==> src/rtl/hbridge_pwm.sv <==
module hbridge_pwm #(
  parameter int NCH    = 2,
  parameter int DUTY_W = 12
) (
  input  logic                    clk,
  input  logic                    rst_n,
  input  logic                    en,
  input  logic [1:0]              res_sel,
  input  logic [NCH*DUTY_W-1:0]   duty,
  output logic [NCH-1:0]          out_a,
  output logic [NCH-1:0]          out_b,
  output logic [NCH-1:0]          dir_fwd
);
  localparam int CNT_W = DUTY_W - 1;
  localparam int MAG_W = DUTY_W;
  localparam logic [CNT_W-1:0] LAST_LO  = CNT_W'((1 << (CNT_W-2)) - 1);
  localparam logic [CNT_W-1:0] LAST_MID = CNT_W'((1 << (CNT_W-1)) - 1);

  logic [1:0]       res_q;
  logic [CNT_W-1:0] cnt, last;
  logic             wrap;

  always_comb begin
    unique case (res_q)
      2'd0:    last = LAST_LO;
      2'd1:    last = LAST_MID;
      default: last = '1;
    endcase
  end

  assign wrap = (cnt == last);

  always_ff @(posedge clk) begin
    if (!rst_n) begin
      cnt   <= '0;
      res_q <= 2'd0;
    end else begin
      cnt <= wrap ? '0 : cnt + 1'b1;
      if (wrap) res_q <= res_sel;
    end
  end

  for (genvar i = 0; i < NCH; i++) begin : g_ch
    logic [DUTY_W-1:0] w, code;
    logic [MAG_W-1:0]  mid, mag_n, mag_q;
    logic              fwd_n, dir_q, on;

    assign w = duty[i*DUTY_W +: DUTY_W];

    always_comb begin
      unique case (res_sel)
        2'd0: begin
          code = w >> 2;
          mid  = MAG_W'(1) << (DUTY_W-3);
        end
        2'd1: begin
          code = w >> 1;
          mid  = MAG_W'(1) << (DUTY_W-2);
        end
        default: begin
          code = w;
          mid  = MAG_W'(1) << (DUTY_W-1);
        end
      endcase
      fwd_n = (code >= mid);
      mag_n = fwd_n ? code - mid : mid - code;
    end

    always_ff @(posedge clk) begin
      if (!rst_n) begin
        mag_q <= '0;
        dir_q <= 1'b0;
      end else if (!en) begin
        mag_q <= '0;
      end else if (wrap) begin
        if (mag_q != '0 && mag_n != '0 && fwd_n != dir_q) mag_q <= '0;
        else                                              mag_q <= mag_n;
        dir_q <= fwd_n;
      end
    end

    assign on         = en && ({1'b0, cnt} < mag_q);
    assign out_a[i]   = on & dir_q;
    assign out_b[i]   = on & ~dir_q;
    assign dir_fwd[i] = dir_q;
  end
endmodule

==> config.mk <==
export PLATFORM = sky130hd
export DESIGN_NAME = hbridge_pwm
export DESIGN_NICKNAME = d
export VERILOG_FILES = /design/src/rtl/hbridge_pwm.sv
export SDC_FILE = /design/constraint.sdc
export NUM_CORES = 1
export LEC_CHECK = 0
export ABC_AREA = 1
export BUFFER_PORTS_ARGS = -buffer_cell sky130_fd_sc_hd__buf_2
export CORE_MARGIN = 2
export CORE_UTILIZATION = 51
export CTS_CLUSTER_SIZE = 24
export DETAILED_ROUTE_END_ITERATION = 6
export HOLD_SLACK_MARGIN = 0.02
export PLACE_DENSITY = 0.73
export SYNTH_ARGS = -nofsm -noshare
export SYNTH_HDL_FRONTEND = slang
export SYNTH_SLANG_ARGS = --single-unit
==> constraint.sdc <==
create_clock -name clk -period 7.3 [get_ports clk]
set_input_delay 0.365 -clock clk [delete_from_list [all_inputs] [get_ports clk]]
set_output_delay 0.365 -clock clk [all_outputs]
set_load 0.1 [all_outputs]
Word level (Yosys, flattened, before mapping). Index checks and enable logic that the tools add are counted.

$lt $le $gt $ge: 4. Multiplexer cells: 8. Add/sub/neg operators: 5. Bitwise gates (word level): 7. Reductions and logical operators: 15. Equal/unequal tests: 5.

Operators with widths (count): $pmux 12 s2 (3); $mux 12 (4); $reduce_bool 12->1 (4); $sub 12x12->12 (4); $ge 12x12->1 (2); $lt 11x12->1 (2); $pmux 11 s2 (1); $add 11x1->11 const B (1); $eq 11x11->1 (1); $logic_and 1x1->1 (6); $and 1x1->1 (4); $eq 2x1->1 const B (2); $logic_not 2->1 (2); $reduce_and 2->1 (2); $not 1->1 (3); $ne 1x1->1 (2); $reduce_or 2->1 (1).

Register bits after elaboration: 39. Logic and storage cells: 50.

Depth between registers and ports, before layout. Gate-level depths: netlist of run 1.

Word-level depth: 8. Gate-level depth with buffers: 22. Gate-level depth less buffers: 20.

Worst setup path after synthesis of run 1. OpenSTA, ideal clock, no wires.

Path kind: flip-flop to output port. Start point: register g_ch[0].mag_q[5]. End point: output port out_a[0]. Arrival: 2.566 ns. Slack: 4.369 ns. Stages on the path, launching flop included: 11. Path through: dfxtp_1 > inv_1 > ha_1 > a21oi_1 > nor2_1 > a211oi_1 > o31a_1 > o21ai_0 > nand3_1 > nand3_1 > nor2_1.

Word-level cells in the longest chain between the ends: 3.

RTL lines: start, declared (RTL line 45) `logic [MAG_W-1:0] mid, mag_n, mag_q;`; start signal, assigned (RTL line 77) `else mag_q <= mag_n;`; $lt 11x12->1 (RTL line 82) `assign on = en && ({1'b0, cnt} < mag_q);`; $logic_and 1x1->1 (RTL line 82); $and 1x1->1 (RTL line 83) `assign out_a[i] = on & dir_q;`; end, declared (RTL line 10) `output logic [NCH-1:0] out_a,`.

No other way between the ends.

Worst setup path in the final report of run 1.
Start point: register cnt[1]. End point: register cnt[5].

Word-level cells in the longest chain between the ends: 2. Elaborated cells between the ends (all ways): 3.

RTL lines: start, declared (RTL line 20) `logic [CNT_W-1:0] cnt, last;`; start signal, assigned (RTL line 38) `cnt <= wrap ? '0 : cnt + 1'b1;`; branches (longest 2 deep; another with $add 11x1->11).

Several ways; the timed one is not identified. A chain may end at the register's enable or synchronous reset.

==> flow_results.xml, run 1 <==
<?xml version="1.0" encoding="UTF-8"?>
<metrics>
  <group name="die">
    <metric name="fp-row-count" unit="">32</metric>
    <metric name="pin_count" unit="">35</metric>
    <metric name="placeableCoreArea" unit="mm²">0.007647</metric>
    <metric name="initial_utilization" unit="">0.5216</metric>
    <metric name="die-area" unit="mm²">0.008544</metric>
    <metric name="die_y" unit="µm">92.44</metric>
    <metric name="die_w" unit="µm">92.44</metric>
  </group>
  <group name="drt">
    <metric name="drt-pass1-iter-count" unit="">5</metric>
    <metric name="wl" unit="µm">9676</metric>
    <metric name="dr.first_iter.drc_count" unit="">260</metric>
    <metric name="detail_route.wl_per_cell" unit="µm">12.05</metric>
    <metric name="drc_errors" unit="">0</metric>
    <metric name="viasPerCell" unit="">5.245</metric>
    <metric name="route.antenna.remaining_nets" unit="">0</metric>
    <metric name="num_vias" unit="">4212</metric>
  </group>
  <group name="yosys">
    <metric name="synth_largest_area_cell" unit="">sky130_fd_sc_hd__nand2_1</metric>
    <metric name="syn-cell-area" unit="mm²">0.003989</metric>
    <metric name="synth_warnings" unit="">0</metric>
    <metric name="synth.ff_latch_count" unit="">39</metric>
    <metric name="synth_seq_area_share" unit="">0.1957</metric>
    <metric name="synth_edf_count" unit="">0</metric>
    <metric name="post_synth_inst_count" unit="">677</metric>
    <metric name="most_common_cell_in_the_netlist" unit="">sky130_fd_sc_hd__nand2_1</metric>
    <metric name="post_synth_main_area_contributors" unit="">sky130_fd_sc_hd__nand2_1 20%, sky130_fd_sc_hd__dfxtp_1 20%, sky130_fd_sc_hd__ha_1 10%, sky130_fd_sc_hd__inv_1 7.8%, sky130_fd_sc_hd__nand3_1 7.5%</metric>
    <metric name="async_reset_ff_frac" unit="">0</metric>
    <metric name="synth_top_area_share" unit="">0.2033</metric>
    <metric name="synth.top_cells.by_count" unit="">216 x sky130_fd_sc_hd__nand2_1, 83 x sky130_fd_sc_hd__inv_1, 75 x sky130_fd_sc_hd__nor2_1, 60 x sky130_fd_sc_hd__nand3_1, 55 x sky130_fd_sc_hd__a21oi_1</metric>
    <metric name="synthesis.nets" unit="">741</metric>
    <metric name="synth_cell_type_count" unit="">39</metric>
    <metric name="synthFlopType" unit="">sky130_fd_sc_hd__dfxtp_1</metric>
    <metric name="post_synthesis_average_cell_area" unit="µm²">5.892</metric>
  </group>
  <group name="worst_hold_path">
    <metric name="holdPathStages" unit="">3</metric>
    <metric name="holdCritPathClass" unit="">in2reg</metric>
    <metric name="worst_hold_path.endpoint" unit="">cnt[8]$_SDFF_PP0_</metric>
    <metric name="hold_path.startpoint" unit="">rst_n</metric>
  </group>
  <group name="clock_tree">
    <metric name="cts_made_buffers" unit="">5</metric>
    <metric name="clk_transition_reported_paths" unit="ns">0.08</metric>
    <metric name="clock_tree.root_cell" unit="">sky130_fd_sc_hd__clkbuf_8</metric>
    <metric name="htree_num_levels" unit="">2</metric>
    <metric name="ctsLongestPathBuffers" unit="">2</metric>
    <metric name="cts_tree" unit="">yes</metric>
    <metric name="clk-insertion-delay-late" unit="ns">0.29</metric>
    <metric name="cts_hold_buf" unit="">0</metric>
    <metric name="clock-sinks" unit="">39</metric>
    <metric name="ctsResizeCount" unit="">0</metric>
    <metric name="post_cts.repair.setup_buffers" unit="">0</metric>
  </group>
  <group name="timing">
    <metric name="timing_max_transition_violations_final" unit="">0</metric>
    <metric name="grt_setup_unrepaired" unit="">no</metric>
    <metric name="finClkSkew" unit="ns">0.004179</metric>
    <metric name="worst_pin_slew" unit="ns">1.102</metric>
    <metric name="max_slew_margin" unit="">0.2606</metric>
    <metric name="final_min_period" unit="ns">3.532</metric>
    <metric name="achievable-frequency" unit="MHz">283.1</metric>
    <metric name="finalCritPeriodShare" unit="">0.4839</metric>
    <metric name="tns" unit="ns">0</metric>
    <metric name="timing.final.setup_violations" unit="">0</metric>
    <metric name="final-hold-violation-count" unit="">0</metric>
    <metric name="whs" unit="ns">0.3518</metric>
  </group>
  <group name="global_route">
    <metric name="groute.usage.overall" unit="">0.2358</metric>
    <metric name="grt_start_max_net_pins" unit="">44</metric>
    <metric name="grt_pass1_vias" unit="">3834</metric>
    <metric name="grt_first_pass_wirelength" unit="µm">16950</metric>
    <metric name="grt_overflow" unit="">0</metric>
    <metric name="antenna_violations_before_repair" unit="">0</metric>
  </group>
  <group name="pwr">
    <metric name="comb_power_share" unit="">0.342</metric>
    <metric name="p_leak" unit="nW">2.091</metric>
    <metric name="net-switching-power" unit="mW">0.2034</metric>
    <metric name="clock_share_of_power" unit="">0.262</metric>
    <metric name="power.switching_fraction" unit="">0.3736</metric>
    <metric name="power.sequential.fraction" unit="">0.396</metric>
    <metric name="powerDensity" unit="mW/mm²">127.9</metric>
    <metric name="internal_power" unit="mW">0.3409</metric>
    <metric name="vdd_drop_max" unit="µV">58.22</metric>
  </group>
  <group name="critical_path">
    <metric name="regToRegSetupSlack" unit="ns">3.77</metric>
    <metric name="worst-r2r-cell-count" unit="">10</metric>
    <metric name="critical_path_class" unit="">reg2reg</metric>
    <metric name="r2r_start" unit="">cnt[1]$_SDFF_PP0_</metric>
    <metric name="critPathLaunchType" unit="">flip-flop</metric>
    <metric name="critical_path.max_fanout" unit="">43</metric>
    <metric name="timing.critical_path.required" unit="ns">7.46</metric>
    <metric name="arrival_time_of_the_worst_setup_path" unit="ns">3.70</metric>
    <metric name="reg2reg_to" unit="">cnt[5]$_SDFF_PP0_</metric>
    <metric name="cp-end-kind" unit="">flip-flop</metric>
  </group>
  <group name="placed_design">
    <metric name="placement.io_buffers" unit="">34</metric>
    <metric name="globalplace.congestion" unit="">0.8885</metric>
    <metric name="place.detailed.hpwl" unit="µm">7775</metric>
  </group>
  <group name="finish">
    <metric name="nNetsFinal" unit="">764</metric>
    <metric name="n_fill_cell" unit="">818</metric>
    <metric name="syn_to_final_growth" unit="%">6.650</metric>
    <metric name="share_of_post_route_cells_with_drive_strength_above_1" unit="">0.09843</metric>
    <metric name="number_of_inserted_diodes" unit="">0</metric>
  </group>
  <group name="status">
    <metric name="run_status" unit="">completed</metric>
  </group>
  <group name="run">
    <metric name="count_of_max_cap_constraint_violations" unit="">0</metric>
  </group>
</metrics>
per-layer routing:
layer / GRT usage / share of wire / vias to the layer above / routed length [µm]
met5: 0 / 0 / - / 0
met4: 0.06592 / 0.015 / 0 / 146
met3: 0.02278 / 0.027 / 12 / 261
met2: 0.4209 / 0.48 / 82 / 4605
met1: 0.3013 / 0.48 / 1901 / 4662
li1: - / - / 2217 / -
power groups by stage:
stage	registers, mW	logic, mW	clock network (mW)
3_3_place_gp	0.220	0.180	0
6_report	0.216	0.186	0.142
5_1_grt	0.216	0.211	0.154
3_5_place_dp	0.221	0.184	0
2_1_floorplan	0.220	0.145	0
4_1_cts	0.216	0.185	0.145
final cells by class:
type / count / area, µm² / area share
Timing Repair Buffer: 34 / 170.2 / 0.04000
Clock inverter: 1 / 5.005 / 0.001176
Clock buffer: 7 / 76.32 / 0.01794
Inverter: 88 / 330.3 / 0.07765
Tap cell: 102 / 127.6 / 0.03000
Sequential cell: 39 / 780.7 / 0.1835
Multi-Input combinational cell: 532 / 2764 / 0.6497
flip-flops by register name, indices dropped and copies added, names as in the netlist:
name        cells
cnt            11
g_ch.mag_q     24
res_q           2
g_ch.dir_q      2
cells by family after synthesis:
group / share of synthesized area
AND/OR/NAND/NOR: 0.4445
XOR/XNOR: 0.01537
adder cells (fa/ha/maj): 0.1136
flip-flops: 0.1957
AO/OA/AOI/OAI: 0.1195
buffers and inverters: 0.1114
placed cells by master, fill, tap and decap left out, drive strengths merged:
master and count:
nand2 221, nor2 89, inv 87, nand3 65, a21oi 55, dfxtp 39, buf 34, ha 33
o21ai 16, nand4 9, nor4 8, clkbuf 7, a211oi 4, xor2 4, nor3 3, xnor2 3
or2 3, o22ai 2, a22oi 2, a21boi 2, o211ai 2, nor3b 2, nand3b 2, fa 2
clkinv 2, o31a 1, a21o 1, and2 1, o21bai 1, a31oi 1
how the worst max path moves through the flow:
| stage | startpoint | end | slack, ns | depth (start not counted) |
|---|---|---|---|---|
| after floorplan | g_ch[0].mag_q[5]$_SDFFE_PN0N_ | out_a[0] | 4.37 | 10 |
| after global placement | res_sel[1] | g_ch[1].mag_q[4]$_SDFFE_PN0N_ | 3.67 | 17 |
| after detailed placement | res_sel[1] | g_ch[1].mag_q[2]$_SDFFE_PN0N_ | 3.51 | 17 |
| after CTS | cnt[1]$_SDFF_PP0_ | cnt[5]$_SDFF_PP0_ | 3.75 | 10 |
| after global routing | cnt[1]$_SDFF_PP0_ | cnt[3]$_SDFF_PP0_ | 3.30 | 10 |
| final | cnt[1]$_SDFF_PP0_ | cnt[5]$_SDFF_PP0_ | 3.77 | 10 |
worst max-delay path, stage by stage, from the launching register on:
cell	delay, ns
sky130_fd_sc_hd__dfxtp_1	0.39
sky130_fd_sc_hd__ha_1	0.19
sky130_fd_sc_hd__nand2_1	0.09
sky130_fd_sc_hd__nor4_1	0.31
sky130_fd_sc_hd__nand2_1	0.18
sky130_fd_sc_hd__nor2_1	0.17
sky130_fd_sc_hd__inv_1	0.07
sky130_fd_sc_hd__nor2_1	0.28
sky130_fd_sc_hd__clkinv_1	0.95
sky130_fd_sc_hd__nand2_1	0.68
sky130_fd_sc_hd__a21oi_1	0.09
stage by stage:
step	total power, mW	instance area, µm²	worst slack (ns)	instances	util
after floorplan	0.3649	3989	4.369	677	-
after CTS	0.5456	4254	3.753	803	0.5563
final	0.5442	4254	3.768	803	0.5563
after global routing	0.5813	4254	3.296	803	0.5563
after global placement	0.4009	4173	3.667	795	0.5456
after detailed placement	0.4047	4173	3.507	795	0.5456
Power figures use the tool's default switching activity.
==> inputs of run 2 (changes only) <==
clock period = 3.55 ns   (was 7.3 ns; I/O delays follow)
==> run 2 against run 1 <==
  * Register-to-register slack got worse by 2.9 ns
  * Sequential share of layout area fell by 0.30 points
  * Via count barely moved
  * Largest cell class unchanged
  * Die area did not move
  * Power rose by 120%
  * Core utilization rose by 0.92 points
  * Non-clock buffer count rose by 6
  * Hold slack got worse by 0.17 ns
==> flow_results.xml, run 2 (synthesized netlist as in run 1, its figures left out) <==
<?xml version="1.0" encoding="UTF-8"?>
<metrics>
  <group name="clock_tree">
    <metric name="clk-insertion-delay-late" unit="ns">0.29</metric>
    <metric name="cts_hold_buf" unit="">0</metric>
    <metric name="ctsLongestPathBuffers" unit="">2</metric>
    <metric name="post_cts.repair.setup_buffers" unit="">0</metric>
    <metric name="htree_num_levels" unit="">2</metric>
    <metric name="clock-sinks" unit="">39</metric>
    <metric name="clock_tree.root_cell" unit="">sky130_fd_sc_hd__clkbuf_8</metric>
    <metric name="cts_made_buffers" unit="">5</metric>
    <metric name="clk_transition_reported_paths" unit="ns">0.08</metric>
    <metric name="ctsResizeCount" unit="">0</metric>
    <metric name="cts_tree" unit="">yes</metric>
  </group>
  <group name="die">
    <metric name="pin_count" unit="">35</metric>
    <metric name="initial_utilization" unit="">0.5216</metric>
    <metric name="die_w" unit="µm">92.44</metric>
    <metric name="die_y" unit="µm">92.44</metric>
    <metric name="die-area" unit="mm²">0.008544</metric>
    <metric name="placeableCoreArea" unit="mm²">0.007647</metric>
    <metric name="fp-row-count" unit="">32</metric>
  </group>
  <group name="critical_path">
    <metric name="worst_path_dominant_cell_family" unit="">simple AND/OR/NAND/NOR gates</metric>
    <metric name="worst-r2r-cell-count" unit="">11</metric>
    <metric name="cp-end-kind" unit="">flip-flop</metric>
    <metric name="worstPathCellList" unit="">buf_2, nor2_2, nand2_1, nand2_1, a21oi_1, ha_1, nand2_1, nor2_2, nand3_4, nand2_4, inv_2, or2_1, nand2_1, nor2_1, nand3_1, nand2_1, nand2_1, a21oi_1</metric>
    <metric name="critPathMaxStageDelay" unit="ns">0.49</metric>
    <metric name="path_buf_inv" unit="">2</metric>
    <metric name="crit_path_frequent_cell" unit="">sky130_fd_sc_hd__nand2_1</metric>
    <metric name="timing.critical_path.required" unit="ns">3.70</metric>
    <metric name="arrival_time_of_the_worst_setup_path" unit="ns">3.15</metric>
    <metric name="cp.depth" unit="">18</metric>
    <metric name="critical_path_class" unit="">in2reg</metric>
    <metric name="critPathLaunchType" unit="">input port</metric>
    <metric name="critical_path.slowest_cell" unit="">sky130_fd_sc_hd__a21oi_1</metric>
    <metric name="critical_path.max_fanout" unit="">15</metric>
  </group>
  <group name="finish">
    <metric name="number_of_inserted_diodes" unit="">0</metric>
    <metric name="layout.area.seq" unit="µm²">780.7</metric>
    <metric name="registers_with_the_most_flip_flops" unit="">g_ch.mag_q (24), cnt (11)</metric>
    <metric name="syn_to_final_growth" unit="%">8.407</metric>
    <metric name="final_common_cell" unit="">sky130_fd_sc_hd__nand2_1</metric>
    <metric name="largest_register" unit="">g_ch.mag_q</metric>
    <metric name="n_fill_cell" unit="">765</metric>
    <metric name="share_of_post_route_cells_with_drive_strength_above_1" unit="">0.1076</metric>
    <metric name="number_of_flip_flops_under_the_largest_register_name" unit="">24</metric>
    <metric name="multi_input_area" unit="mm²">0.002764</metric>
    <metric name="nNetsFinal" unit="">770</metric>
    <metric name="most-common-layout-cells" unit="">216 x sky130_fd_sc_hd__nand2_1, 83 x sky130_fd_sc_hd__inv_1, 75 x sky130_fd_sc_hd__nor2_1</metric>
  </group>
  <group name="drt">
    <metric name="detail_route.wl_per_cell" unit="µm">12.02</metric>
    <metric name="drc_errors" unit="">0</metric>
    <metric name="num_vias" unit="">4214</metric>
    <metric name="route.antenna.remaining_nets" unit="">0</metric>
    <metric name="drt-pass1-iter-count" unit="">5</metric>
    <metric name="dr.first_iter.drc_count" unit="">268</metric>
    <metric name="viasPerCell" unit="">5.215</metric>
    <metric name="wl" unit="µm">9714</metric>
  </group>
  <group name="global_route">
    <metric name="grt_first_pass_wirelength" unit="µm">17120</metric>
    <metric name="groute.usage.overall" unit="">0.2403</metric>
    <metric name="grt_pass1_vias" unit="">3953</metric>
    <metric name="grt_start_max_net_pins" unit="">44</metric>
    <metric name="grt_overflow" unit="">0</metric>
    <metric name="antenna_violations_before_repair" unit="">0</metric>
  </group>
  <group name="placed_design">
    <metric name="place.detailed.hpwl" unit="µm">7878</metric>
    <metric name="globalplace.congestion" unit="">0.9656</metric>
    <metric name="placement.io_buffers" unit="">34</metric>
    <metric name="pre_cts_slack" unit="ns">0.3441</metric>
  </group>
  <group name="worst_hold_path">
    <metric name="holdPathStages" unit="">3</metric>
    <metric name="holdCritPathClass" unit="">in2reg</metric>
  </group>
  <group name="timing">
    <metric name="finalCritPeriodShare" unit="">0.8458</metric>
    <metric name="final_min_period" unit="ns">3.003</metric>
    <metric name="worst_pin_slew" unit="ns">0.7970</metric>
    <metric name="timing.final.setup_violations" unit="">0</metric>
    <metric name="finClkSkew" unit="ns">0.007959</metric>
    <metric name="tns" unit="ns">0</metric>
    <metric name="timing_max_transition_violations_final" unit="">0</metric>
    <metric name="grt_setup_unrepaired" unit="">no</metric>
    <metric name="final-hold-violation-count" unit="">0</metric>
    <metric name="worst_slack" unit="ns">0.5474</metric>
    <metric name="max_slew_margin" unit="">0.4674</metric>
    <metric name="achievable-frequency" unit="MHz">333.0</metric>
  </group>
  <group name="pwr">
    <metric name="p_leak" unit="nW">2.127</metric>
    <metric name="vdd_drop_max" unit="µV">154.9</metric>
    <metric name="powerDensity" unit="mW/mm²">276.2</metric>
  </group>
  <group name="status">
    <metric name="run_status" unit="">completed</metric>
  </group>
  <group name="run">
    <metric name="count_of_max_cap_constraint_violations" unit="">0</metric>
  </group>
</metrics>
## run 2: worst register-to-register path, delay by kind of cell (launching register included)
family / cells / cell delay [ns]
buf+inv: 3 / 0.46
simple gates: 7 / 1.56
fa+ha+maj: 1 / 0.19
flops: 1 / 0.40
## run 2: worst paths after layout
check | startpoint | to | slack [ns]
hold reg to reg | cnt[0]$_SDFF_PP0_ | cnt[0]$_SDFF_PP0_ | 0.47
setup reg to reg | cnt[1]$_SDFF_PP0_ | cnt[4]$_SDFF_PP0_ | 0.83
hold / removal | rst_n | cnt[8]$_SDFF_PP0_ | 0.18
setup / recovery | res_sel[1] | g_ch[1].mag_q[5]$_SDFFE_PN0N_ | 0.55
## run 2: cell type report
cell class                 count  share of cell area
multi-input combinational    532              0.6392
sequential                    39              0.1806
inverter                      88             0.07639
timing repair buffer          40             0.04977
tap                          102             0.02951
clock buffer                   5             0.01591
clock inverter                 2            0.008681
## run 2: through the flow
stage / instances / utilization / hold WS (ns) / total power, mW / cell area [µm²]
after floorplan: 677 / - / 0.3005 / 0.7505 / 3989
after global placement: 801 / 0.5515 / 0.4384 / 0.8313 / 4218
after detailed placement: 801 / 0.5515 / 0.4468 / 0.8374 / 4218
after CTS: 808 / 0.5654 / 0.1689 / 1.199 / 4324
after global routing: 808 / 0.5654 / 0.1839 / 1.278 / 4324
final: 808 / 0.5654 / 0.1788 / 1.194 / 4324
## run 2: where the power goes
group / total [mW] / leakage, nW / switching (mW) / internal (mW)
logic: 0.389 / 1.76 / 0.261 / 0.127
clock network: 0.362 / 0.0502 / 0.157 / 0.205
registers: 0.443 / 0.315 / 0.00350 / 0.440
total: 1.19 / 2.13 / 0.422 / 0.773
## run 2: layer usage
layer | part of all wire | GRT usage | up-vias | wire, µm
met1 | 0.48 | 0.3024 | 1872 | 4630
met5 | 0 | 0 | - | 0
met3 | 0.032 | 0.02197 | 23 | 310
li1 | - | - | 2231 | -
met2 | 0.46 | 0.4185 | 88 | 4465
met4 | 0.032 | 0.1020 | 0 | 308
